**config.mk**
```make
export PLATFORM = sky130hd
export DESIGN_NAME = nand_boot_fetch
export DESIGN_NICKNAME = d
export VERILOG_FILES = /design/src/rtl/nbf_pkg.sv /design/src/rtl/nbf_beat_router.sv /design/src/rtl/nbf_checksum.sv /design/src/rtl/nbf_candidate_ctrl.sv /design/src/rtl/nand_boot_fetch.sv
export SDC_FILE = /design/constraint.sdc
export NUM_CORES = 1
export LEC_CHECK = 0
export BUFFER_PORTS_ARGS = -buffer_cell sky130_fd_sc_hd__buf_2
export CAP_MARGIN = 5
export CORE_AREA = 10 10 112 114
export CTS_CLUSTER_DIAMETER = 80
export CTS_CLUSTER_SIZE = 30
export DETAILED_ROUTE_END_ITERATION = 10
export DIE_AREA = 0 0 122 124
export PLACE_DENSITY = 0.86
export SYNTH_ARGS = -nofsm -noshare
export SYNTH_HDL_FRONTEND = slang
export SYNTH_SLANG_ARGS = --single-unit
```
**constraint.sdc**
```tcl
create_clock -name clk -period 4.67 [get_ports clk]
set_input_delay 0.467 -clock clk [delete_from_list [all_inputs] [get_ports clk]]
set_output_delay 0.467 -clock clk [all_outputs]
set_load 0.02 [all_outputs]
```
**src/rtl/nbf_pkg.sv**
```systemverilog
package nbf_pkg;

    localparam int BEAT_W = 64;
    localparam int WORD_W = 32;

    typedef enum logic [2:0] {
        ST_INIT,
        ST_REQ,
        ST_XFER,
        ST_OK,
        ST_FAIL
    } boot_state_e;

    typedef enum logic [1:0] {
        VERDICT_BAD,
        VERDICT_MISMATCH,
        VERDICT_MATCH
    } page_verdict_e;

    typedef struct packed {
        logic        we;
        logic [63:0] data;
    } beat_fwd_t;

    function automatic logic [WORD_W-1:0] beat_word_sum(input logic [BEAT_W-1:0] d);
        return d[WORD_W-1:0] + d[BEAT_W-1:WORD_W];
    endfunction

    function automatic page_verdict_e classify(input logic bad, input logic match);
        if (bad)
            return VERDICT_BAD;
        else if (match)
            return VERDICT_MATCH;
        else
            return VERDICT_MISMATCH;
    endfunction

endpackage

```
**src/rtl/nbf_beat_router.sv**
```systemverilog
module nbf_beat_router
    import nbf_pkg::*;
#(
    parameter int DATA_BEATS = 256,
    parameter int PAGE_BEATS = 264,
    localparam int IMG_AW = $clog2(DATA_BEATS),
    localparam int CNT_W = $clog2(PAGE_BEATS + 1) + 1
) (
    input  logic              clk,
    input  logic              rst,
    input  logic              xfer_active,
    input  logic              page_start,
    input  logic              beat_valid,
    input  logic [BEAT_W-1:0] beat_data,
    output logic              beat_ready,
    output logic              img_we,
    output logic [IMG_AW-1:0] img_addr,
    output logic [BEAT_W-1:0] img_wdata,
    output logic              count_ok
);

    localparam logic [CNT_W-1:0] CNT_MAX = {CNT_W{1'b1}};
    localparam logic [CNT_W-1:0] CNT_PAGE = CNT_W'(PAGE_BEATS);
    localparam logic [CNT_W-1:0] CNT_DATA = CNT_W'(DATA_BEATS);

    logic [CNT_W-1:0] cnt_q;
    logic [CNT_W-1:0] cnt_next;
    logic             accept;
    beat_fwd_t        fwd;

    assign beat_ready = xfer_active;
    assign accept     = beat_valid && xfer_active;

    always_comb begin
        cnt_next = cnt_q;
        if (accept && cnt_q != CNT_MAX)
            cnt_next = cnt_q + 1'b1;
    end

    // Beat accepted in the page-done cycle still counts toward the total.
    assign count_ok = (cnt_next == CNT_PAGE);

    always_comb begin
        fwd.we   = accept && (cnt_q < CNT_DATA);
        fwd.data = beat_data;
    end

    assign img_we    = fwd.we;
    assign img_wdata = fwd.data;
    assign img_addr  = cnt_q[IMG_AW-1:0];

    always_ff @(posedge clk) begin
        if (rst || page_start)
            cnt_q <= '0;
        else
            cnt_q <= cnt_next;
    end

    // a write only happens for a beat that was accepted
    assert_write_accepted_R5: assert property (@(posedge clk) disable iff (rst)
        img_we |-> (beat_valid && beat_ready));

    // consecutive data writes step the address by one
    assert_addr_step_R5: assert property (@(posedge clk) disable iff (rst)
        (img_we && !page_start) |=> (!img_we || img_addr == $past(img_addr) + 1'b1));

endmodule

```
**src/rtl/nbf_checksum.sv**
```systemverilog
module nbf_checksum
    import nbf_pkg::*;
(
    input  logic              clk,
    input  logic              rst,
    input  logic              clear,
    input  logic              add_en,
    input  logic [BEAT_W-1:0] data,
    input  logic [WORD_W-1:0] expected,
    output logic              match
);

    logic [WORD_W-1:0] sum_q;

    always_ff @(posedge clk) begin
        if (rst || clear)
            sum_q <= '0;
        else if (add_en)
            sum_q <= sum_q + beat_word_sum(data);
    end

    assign match = (sum_q == expected);

    // the running sum moves only when a data beat is added
    assert_sum_hold_R6: assert property (@(posedge clk) disable iff (rst)
        (!add_en && !clear) |=> $stable(sum_q));

endmodule

```
**src/rtl/nbf_candidate_ctrl.sv**
```systemverilog
module nbf_candidate_ctrl
    import nbf_pkg::*;
#(
    parameter int NUM_CAND = 4,
    parameter int CAND_STRIDE = 256,
    parameter int PAGE_AW = 24,
    parameter int RESTART_W = 4,
    localparam int IDX_W = (NUM_CAND > 1) ? $clog2(NUM_CAND) : 1
) (
    input  logic                 clk,
    input  logic                 rst,
    input  logic                 req_ready,
    input  logic                 page_done,
    input  logic                 page_bad,
    input  logic                 sum_match,
    output logic                 req_valid,
    output logic [PAGE_AW-1:0]   req_page,
    output logic                 xfer_active,
    output logic                 page_start,
    output logic                 boot_ok,
    output logic                 boot_fail,
    output logic [RESTART_W-1:0] restart_cnt
);

    localparam logic [IDX_W-1:0]     IDX_LAST = IDX_W'(NUM_CAND - 1);
    localparam logic [RESTART_W-1:0] RST_MAX = {RESTART_W{1'b1}};

    boot_state_e          state_q, state_d;
    logic [IDX_W-1:0]     idx_q, idx_d;
    logic [RESTART_W-1:0] rcnt_q, rcnt_d;
    page_verdict_e        verdict;

    assign verdict = classify(page_bad, sum_match);

    always_comb begin
        state_d = state_q;
        idx_d   = idx_q;
        rcnt_d  = rcnt_q;
        unique case (state_q)
            ST_INIT: state_d = ST_REQ;
            ST_REQ: begin
                if (req_ready)
                    state_d = ST_XFER;
            end
            ST_XFER: begin
                if (page_done) begin
                    unique case (verdict)
                        VERDICT_BAD: begin
                            if (idx_q == IDX_LAST) begin
                                state_d = ST_FAIL;
                            end else begin
                                idx_d   = idx_q + 1'b1;
                                state_d = ST_REQ;
                            end
                        end
                        VERDICT_MISMATCH: begin
                            idx_d   = '0;
                            state_d = ST_REQ;
                            if (rcnt_q != RST_MAX)
                                rcnt_d = rcnt_q + 1'b1;
                        end
                        default: state_d = ST_OK;
                    endcase
                end
            end
            default: state_d = state_q;
        endcase
    end

    always_ff @(posedge clk) begin
        if (rst) begin
            state_q <= ST_INIT;
            idx_q   <= '0;
            rcnt_q  <= '0;
        end else begin
            state_q <= state_d;
            idx_q   <= idx_d;
            rcnt_q  <= rcnt_d;
        end
    end

    assign req_valid   = (state_q == ST_REQ);
    assign req_page    = PAGE_AW'(int'(idx_q) * CAND_STRIDE);
    assign xfer_active = (state_q == ST_XFER);
    assign page_start  = req_valid && req_ready;
    assign boot_ok     = (state_q == ST_OK);
    assign boot_fail   = (state_q == ST_FAIL);
    assign restart_cnt = rcnt_q;

    // request held steady under back-pressure
    assert_req_stable_R8: assert property (@(posedge clk) disable iff (rst)
        (req_valid && !req_ready) |=> (req_valid && $stable(req_page)));

    // no second request while one is outstanding
    assert_one_outstanding_R8: assert property (@(posedge clk) disable iff (rst)
        (req_valid && req_ready) |=> !req_valid);

    // a rejected page that is not the last leads to the next candidate
    assert_next_cand_R2: assert property (@(posedge clk) disable iff (rst)
        (xfer_active && page_done && page_bad && idx_q != IDX_LAST)
        |=> (req_valid && req_page == $past(req_page) + PAGE_AW'(CAND_STRIDE)));

    // a checksum mismatch restarts at page 0
    assert_restart_zero_R7: assert property (@(posedge clk) disable iff (rst)
        (xfer_active && page_done && !page_bad && !sum_match)
        |=> (req_valid && req_page == '0));

    // the restart count never goes down
    assert_rcnt_mono_R7: assert property (@(posedge clk) disable iff (rst)
        1'b1 |=> (restart_cnt >= $past(restart_cnt)));

    // failure is sticky and silent
    assert_fail_sticky_R4: assert property (@(posedge clk) disable iff (rst)
        boot_fail |=> (boot_fail && !req_valid && !xfer_active));

    // success is sticky
    assert_ok_sticky_R6: assert property (@(posedge clk) disable iff (rst)
        boot_ok |=> (boot_ok && !req_valid));

    // success and failure are exclusive
    assert_ok_fail_excl_R4: assert property (@(posedge clk) disable iff (rst)
        !(boot_ok && boot_fail));

endmodule

```
**src/rtl/nand_boot_fetch.sv**
```systemverilog
module nand_boot_fetch
    import nbf_pkg::*;
#(
    parameter int NUM_CAND = 4,
    parameter int CAND_STRIDE = 256,
    parameter int PAGE_AW = 24,
    parameter int DATA_BEATS = 256,
    parameter int SPARE_BEATS = 8,
    parameter int RESTART_W = 4,
    localparam int PAGE_BEATS = DATA_BEATS + SPARE_BEATS,
    localparam int IMG_AW = $clog2(DATA_BEATS)
) (
    input  logic                 clk,
    input  logic                 rst,
    output logic                 req_valid,
    input  logic                 req_ready,
    output logic [PAGE_AW-1:0]   req_page,
    input  logic                 beat_valid,
    output logic                 beat_ready,
    input  logic [63:0]          beat_data,
    input  logic                 page_done,
    input  logic                 page_ecc_fail,
    input  logic [31:0]          exp_csum,
    output logic                 img_we,
    output logic [IMG_AW-1:0]    img_addr,
    output logic [63:0]          img_wdata,
    output logic                 boot_ok,
    output logic                 boot_fail,
    output logic [RESTART_W-1:0] restart_cnt
);

    logic xfer_active;
    logic page_start;
    logic count_ok;
    logic sum_match;
    logic page_bad;

    assign page_bad = page_ecc_fail || !count_ok;

    nbf_candidate_ctrl #(
        .NUM_CAND    (NUM_CAND),
        .CAND_STRIDE (CAND_STRIDE),
        .PAGE_AW     (PAGE_AW),
        .RESTART_W   (RESTART_W)
    ) u_ctrl (
        .clk         (clk),
        .rst         (rst),
        .req_ready   (req_ready),
        .page_done   (page_done),
        .page_bad    (page_bad),
        .sum_match   (sum_match),
        .req_valid   (req_valid),
        .req_page    (req_page),
        .xfer_active (xfer_active),
        .page_start  (page_start),
        .boot_ok     (boot_ok),
        .boot_fail   (boot_fail),
        .restart_cnt (restart_cnt)
    );

    nbf_beat_router #(
        .DATA_BEATS (DATA_BEATS),
        .PAGE_BEATS (PAGE_BEATS)
    ) u_router (
        .clk         (clk),
        .rst         (rst),
        .xfer_active (xfer_active),
        .page_start  (page_start),
        .beat_valid  (beat_valid),
        .beat_data   (beat_data),
        .beat_ready  (beat_ready),
        .img_we      (img_we),
        .img_addr    (img_addr),
        .img_wdata   (img_wdata),
        .count_ok    (count_ok)
    );

    nbf_checksum u_csum (
        .clk      (clk),
        .rst      (rst),
        .clear    (page_start),
        .add_en   (img_we),
        .data     (beat_data),
        .expected (exp_csum),
        .match    (sum_match)
    );

    // nothing is active while reset is held
    always @(posedge clk) begin
        if (rst) begin
            assert_reset_quiet_R9: assert (!img_we);
        end
    end

endmodule

```
After elaboration in Yosys (flattened, before gate mapping)
Cells that the tools add are included.

cells by class
  equality and inequality tests = 13
  $add $sub $neg = 5
  $lt $le $gt $ge = 1
  reduce and logical (&&, ||, !) cells = 14
  mux-type cells = 10

operators by type and width
  kind                                                  count
  adder 32 bit                                          2
  == test 32 bit                                        1
  adder 10 x 1 -> 10 bit (second input constant)        1
  == test 10 x 9 -> 1 bit (second input constant)       1
  < comparator 10 x 9 -> 1 bit (second input constant)  1
  two-way mux 10 bit                                    1
  inequality test 10 bit (second input constant)        1
  two-way mux 3 bit                                     3
  case mux 3 bit (3 select lines)                       1
  AND reduction 4 bit                                   2
  == test 3 x 2 -> 1 bit (second input constant)        2
  two-way mux 2 bit                                     3
  inequality test 2 bit (second input constant)         3
  case mux 3 bit (2 select lines)                       1
  adder 4 x 1 -> 4 bit (second input constant)          1
  logical AND 1 bit                                     4
  inequality test 4 bit (second input constant)         1
  case mux 2 bit (2 select lines)                       1
  == test 3 x 1 -> 1 bit (second input constant)        1
  == test 3 bit (second input constant)                 1
  logical NOT 3 bit                                     1
  AND reduction 3 bit                                   1
  nonzero test 3 bit                                    1
  adder 2 x 1 -> 2 bit (second input constant)          1
  other kinds (6)                                       7

storage, ports and cells
  register bits after elaboration = 51
  input bits = 102

Logic depth before layout (Yosys ltp)
  word-level depth = 12
  gate-level depth with buffers = 13

By module
Synthesis repeated with hierarchy kept, for this count alone.

unflattened totals
  cells, all modules = 657
  area total of the unflattened synthesis = 5574.1 um^2

modules (own cells, without submodules)
  module              area each (um^2)  cells an instance  instances
  nbf_checksum        3697.3            426                1
  nbf_beat_router     1213.7            154                1
  nbf_candidate_ctrl  656.9             76                 1
  nand_boot_fetch     6.3               1                  1

Least setup slack after synthesis
Ideal clock, no wire load.

  path type = input to register
  from = input port beat_data[1]
  to = register u_csum.sum_q[31]
  data arrival time = 3049 ps
  slack = 1562 ps
  path buffers = 0
  stages on the path = 11
  cell sequence = fa_1 -> ha_1 -> fa_1 -> a21oi_1 -> o21ai_0 -> o2111ai_1 -> a21oi_1 -> o21ai_0 -> a21oi_1 -> or4b_1 -> nand2_1

between the ends
  cells in the longest elaborated chain, start to end = 2

RTL lines
  item                    RTL line               source
  start: declaration      nand_boot_fetch.sv:20  input logic [63:0] beat_data,
  adder 32 bit            nbf_pkg.sv:26          return d[WORD_W-1:0] + d[BEAT_W-1:WORD_W];
  adder 32 bit            nbf_checksum.sv:19     sum_q <= sum_q + beat_word_sum(data);
  end signal: assignment  nbf_checksum.sv:19
  end: declaration        nbf_checksum.sv:13     logic [WORD_W-1:0] sum_q;

No other way between the ends.
A chain may end at the register's enable or synchronous reset.

Worst setup path in the final report
  from = register u_csum.sum_q[2]
  to = register u_csum.sum_q[26]

between the ends
  cells in the longest elaborated chain, start to end = 1

RTL lines
  item          RTL line
  adder 32 bit  nbf_checksum.sv:19

No other way between the ends.

==> impl_summary.log <==
INFO  metric postSynthRegisterBits = 51
INFO  metric yosysTopAreaCellShare = 0.184
INFO  metric max_freq = 299 MHz
INFO  metric cts-root-to-sink-buffers = 2
INFO  metric synth-compound-area-share = 0.175
INFO  metric drc = 0
INFO  metric p_per_area = 218 mW/mm^2
INFO  metric synth_top_family_by_area = adder cells
INFO  metric netlist.top_cell.by_area = dfxtp_1
INFO  metric adder_and_majority_gate_portion_of_the_synthesized_area = 0.190
INFO  metric drv_slew = 0
INFO  metric number_of_standard_cell_rows_in_the_floorplan = 37
INFO  metric fin_skew = 0.0114 ns
INFO  metric timing.setup.critical_path_class = flip-flop to flip-flop
INFO  metric grt_remaining_overflow = 0
INFO  metric placed_cell_area = 0.00594 mm^2
INFO  metric clock_insertion_delay_worst_skew = 0.30 ns
INFO  metric global_route_wire_length_before_repair = 24,400 um
INFO  metric worstPathArrival = 3.58 ns
INFO  metric fin_setup_tns = 0 ns
INFO  metric gp_routability_congestion = 0.898
INFO  metric postcts_setup_bufs = 0
INFO  metric syn-cell-area = 0.00554 mm^2
INFO  metric clock-root-buffer = clkbuf_8
INFO  metric total_switching_power = 0.000512 W
INFO  metric timing.final.crit_period = 3.34 ns
INFO  metric drt-total-wl = 15,000 um
INFO  metric initial_cell_density_of_the_core = 0.541
INFO  metric grt_start_max_net_pins = 30
INFO  metric layout-area-overhead-vs-synth = 9.02%
INFO  metric global_route.usage.total = 0.194
INFO  metric share_of_synthesized_area_spent_on_multiplexers = 0.00542
INFO  metric numCtsBuffers = 5
INFO  metric design_area = 0.00604 mm^2
INFO  metric transition_at_the_pin_with_the_smallest_max_transition_slack = 0.993 ns
INFO  metric floorplan.die.height = 124 um
INFO  metric critical_path_required = 4.91 ns
INFO  metric first_global_vias = 4,991
INFO  metric rsz0062_at_grt = no
INFO  metric ys.warnings.count = 0
INFO  metric worst-r2r-cell-count = 10
INFO  metric clock_transition_at_path_regs = 0.10 ns
INFO  metric ys.flop_type = dfxtp_1
INFO  metric boundaryPins = 207
INFO  metric part_of_the_total_power_dissipated_in_sequential_elements = 0.345
INFO  metric power.internal = 0.000804 W
INFO  metric outcome = finished, final reports clean
INFO  metric detail_route.first_pass.iterations = 4
INFO  metric fp.dieArea = 0.0151 mm^2
INFO  metric synth_common_cells = buf_4 (95), nand2_1 (75), a21oi_1 (57)
INFO  metric period_share = 0.715
INFO  metric worst_min_path_class = primary input to flip-flop
INFO  metric hold_depth = 2
INFO  metric maxCapViolations = 0
INFO  metric setup_viol = 0
INFO  metric viasPerCell = 5.38
INFO  metric clock_sinks = 51
INFO  metric final-hold-violation-count = 0
INFO  metric routed-via-count = 4,840
INFO  metric max-slew-margin-rel = 0.338
INFO  metric syn_area_per_cell = 8.39 um^2
INFO  metric total_leakage_power = 2.75 nW
INFO  metric post_synth_xor_area_fraction = 0.111
INFO  metric worst-path-max-fanout = 7
INFO  metric switching_share = 0.389
INFO  metric hold_buffers = 0
INFO  metric synth-simple-area-share = 0.182
INFO  metric final_net_count = 929
INFO  metric post_route_cells_drive_above_1_share = 0.277
INFO  metric syn-instance-count = 660
INFO  metric power.ir.vdd_worst = 0.000122 V
INFO  metric synth-edff-count = 0
INFO  metric synth-async-reset-ratio = 0
INFO  metric power.share.combinational = 0.447
INFO  metric core-area = 0.0102 mm^2
INFO  metric dp.final_hpwl = 12,900 um
INFO  metric drt-wirelength-per-cell = 16.6 um
INFO  metric cts_max_level = 2
INFO  metric start_kind = flip-flop
INFO  metric antenna_found_initial = 1
INFO  metric detail_route.iter0.violations = 268
INFO  metric cts_tree = yes
INFO  metric seq_area_frac_synth = 0.184
INFO  metric synth.lib_cells_used.distinct = 67
INFO  metric power.share.clock = 0.208
INFO  metric number_of_cells_upsized_or_downsized_after_cts = 0
INFO  metric chipWidth = 122 um
INFO  metric synthTopCellsByArea = dfxtp_1 (18%), buf_4 (13%), fa_1 (12%)
INFO  metric postRouteAntennaNets = 0
INFO  metric placement.io_buffers = 184
INFO  metric critPathCaptureType = flip-flop
INFO  metric yosys.cell_count.top_type = buf_4
state kept, by name, indices dropped and copies added, names as in the netlist:
| name | count |
|---|---|
| u_ctrl.restart_cnt | 4 |
| u_ctrl.idx_q | 2 |
| u_router.cnt_q | 10 |
| u_ctrl.state_q | 3 |
| u_csum.sum_q | 32 |
layout make-up:
| type | instances | area, um^2 |
|---|---|---|
| fillers | 973 | 4200 |
| multi-input cells | 503 | 3750 |
| flip-flops and latches | 51 | 1020 |
| repair buffers | 186 | 936 |
| well taps | 136 | 170 |
| clock buffers | 7 | 86.3 |
| inverters | 15 | 56.3 |
| clock inverters | 1 | 8.76 |
| diodes | 1 | 2.50 |
path summary, 6_finish.rpt:
path         slack [ns]             start                     to
max                1.33   u_csum.sum_q[2]       u_csum.sum_q[26]
min                0.47               rst  u_ctrl.restart_cnt[2]
max reg2reg        1.33   u_csum.sum_q[2]       u_csum.sum_q[26]
min reg2reg        0.51  u_csum.sum_q[17]       u_csum.sum_q[17]
kinds of logic after synthesis:
kind of cell    after synthesis
simple gates                197
other cells                   1
flops                        51
fa+ha+maj                    65
buf+inv                     127
xor+xnor                     70
compound gates              146
mux                           3
worst max-delay path, cell delays in order (launching register included):
cell and delay (ns):
dfxtp_1 0.41, fa_1 0.49, ha_1 0.31, a21o_1 0.13
nand4_1 0.11, a31oi_1 0.37, o21ai_1 0.15, a31oi_1 0.35
a21boi_2 0.18, or4b_2 0.67, nand3_1 0.10
metrics by stage:
stage | hold slack (ns) | std cells | utilization | total power, W | setup WS, ns
CTS | 0.462 | 899 | 0.590 | 0.00132 | 1.39
global route | 0.474 | 900 | 0.590 | 0.00141 | 1.10
detailed placement | 0.494 | 891 | 0.580 | 0.00105 | 1.18
global placement | 0.481 | 891 | 0.580 | 0.00104 | 1.22
finish | 0.468 | 900 | 0.590 | 0.00132 | 1.33
floorplan | 0.470 | 681 | - | 0.000924 | 1.56
metal layers:
layer / part of all wire / routed length, um / vias up / GRT usage
li1: - / - / 2405 / -
met2: 0.48 / 7200 / 193 / 0.335
met3: 0.076 / 1140 / 23 / 0.0407
met5: 0 / 0 / - / 0
met1: 0.42 / 6280 / 2219 / 0.237
met4: 0.022 / 333 / 0 / 0.0544
cells in the final DEF, fill, tap and decap left out, types with 4 or more instances in the layout:
master	netlist	layout
nand4_1	17	17
a211oi_1	8	8
a21oi_1	57	57
fa_1	32	32
inv_1	15	15
nand2_1	75	75
nand2b_1	5	5
and3_1	4	4
o211ai_1	4	4
buf_2	5	184
ha_1	33	33
dfxtp_1	51	51
a31oi_1	6	6
xnor2_1	49	49
conb_1	1	22
nor4_1	4	4
nand3_1	15	15
clkbuf_8	0	6
nor3_1	10	10
o21ai_0	23	23
and2_1	5	5
nor2_1	36	36
or3_1	6	6
a21o_1	10	10
xor2_1	21	21
power by group through the flow:
stage,logic (W),clock network (W),registers (W)
3_5_place_dp,0.000585,0,0.000464
6_report,0.000589,0.000274,0.000454
3_3_place_gp,0.000575,0,0.000463
2_1_floorplan,0.000463,0,0.000460
5_1_grt,0.000660,0.000293,0.000455
4_1_cts,0.000588,0.000278,0.000454
Power figures use the tool's default switching activity.
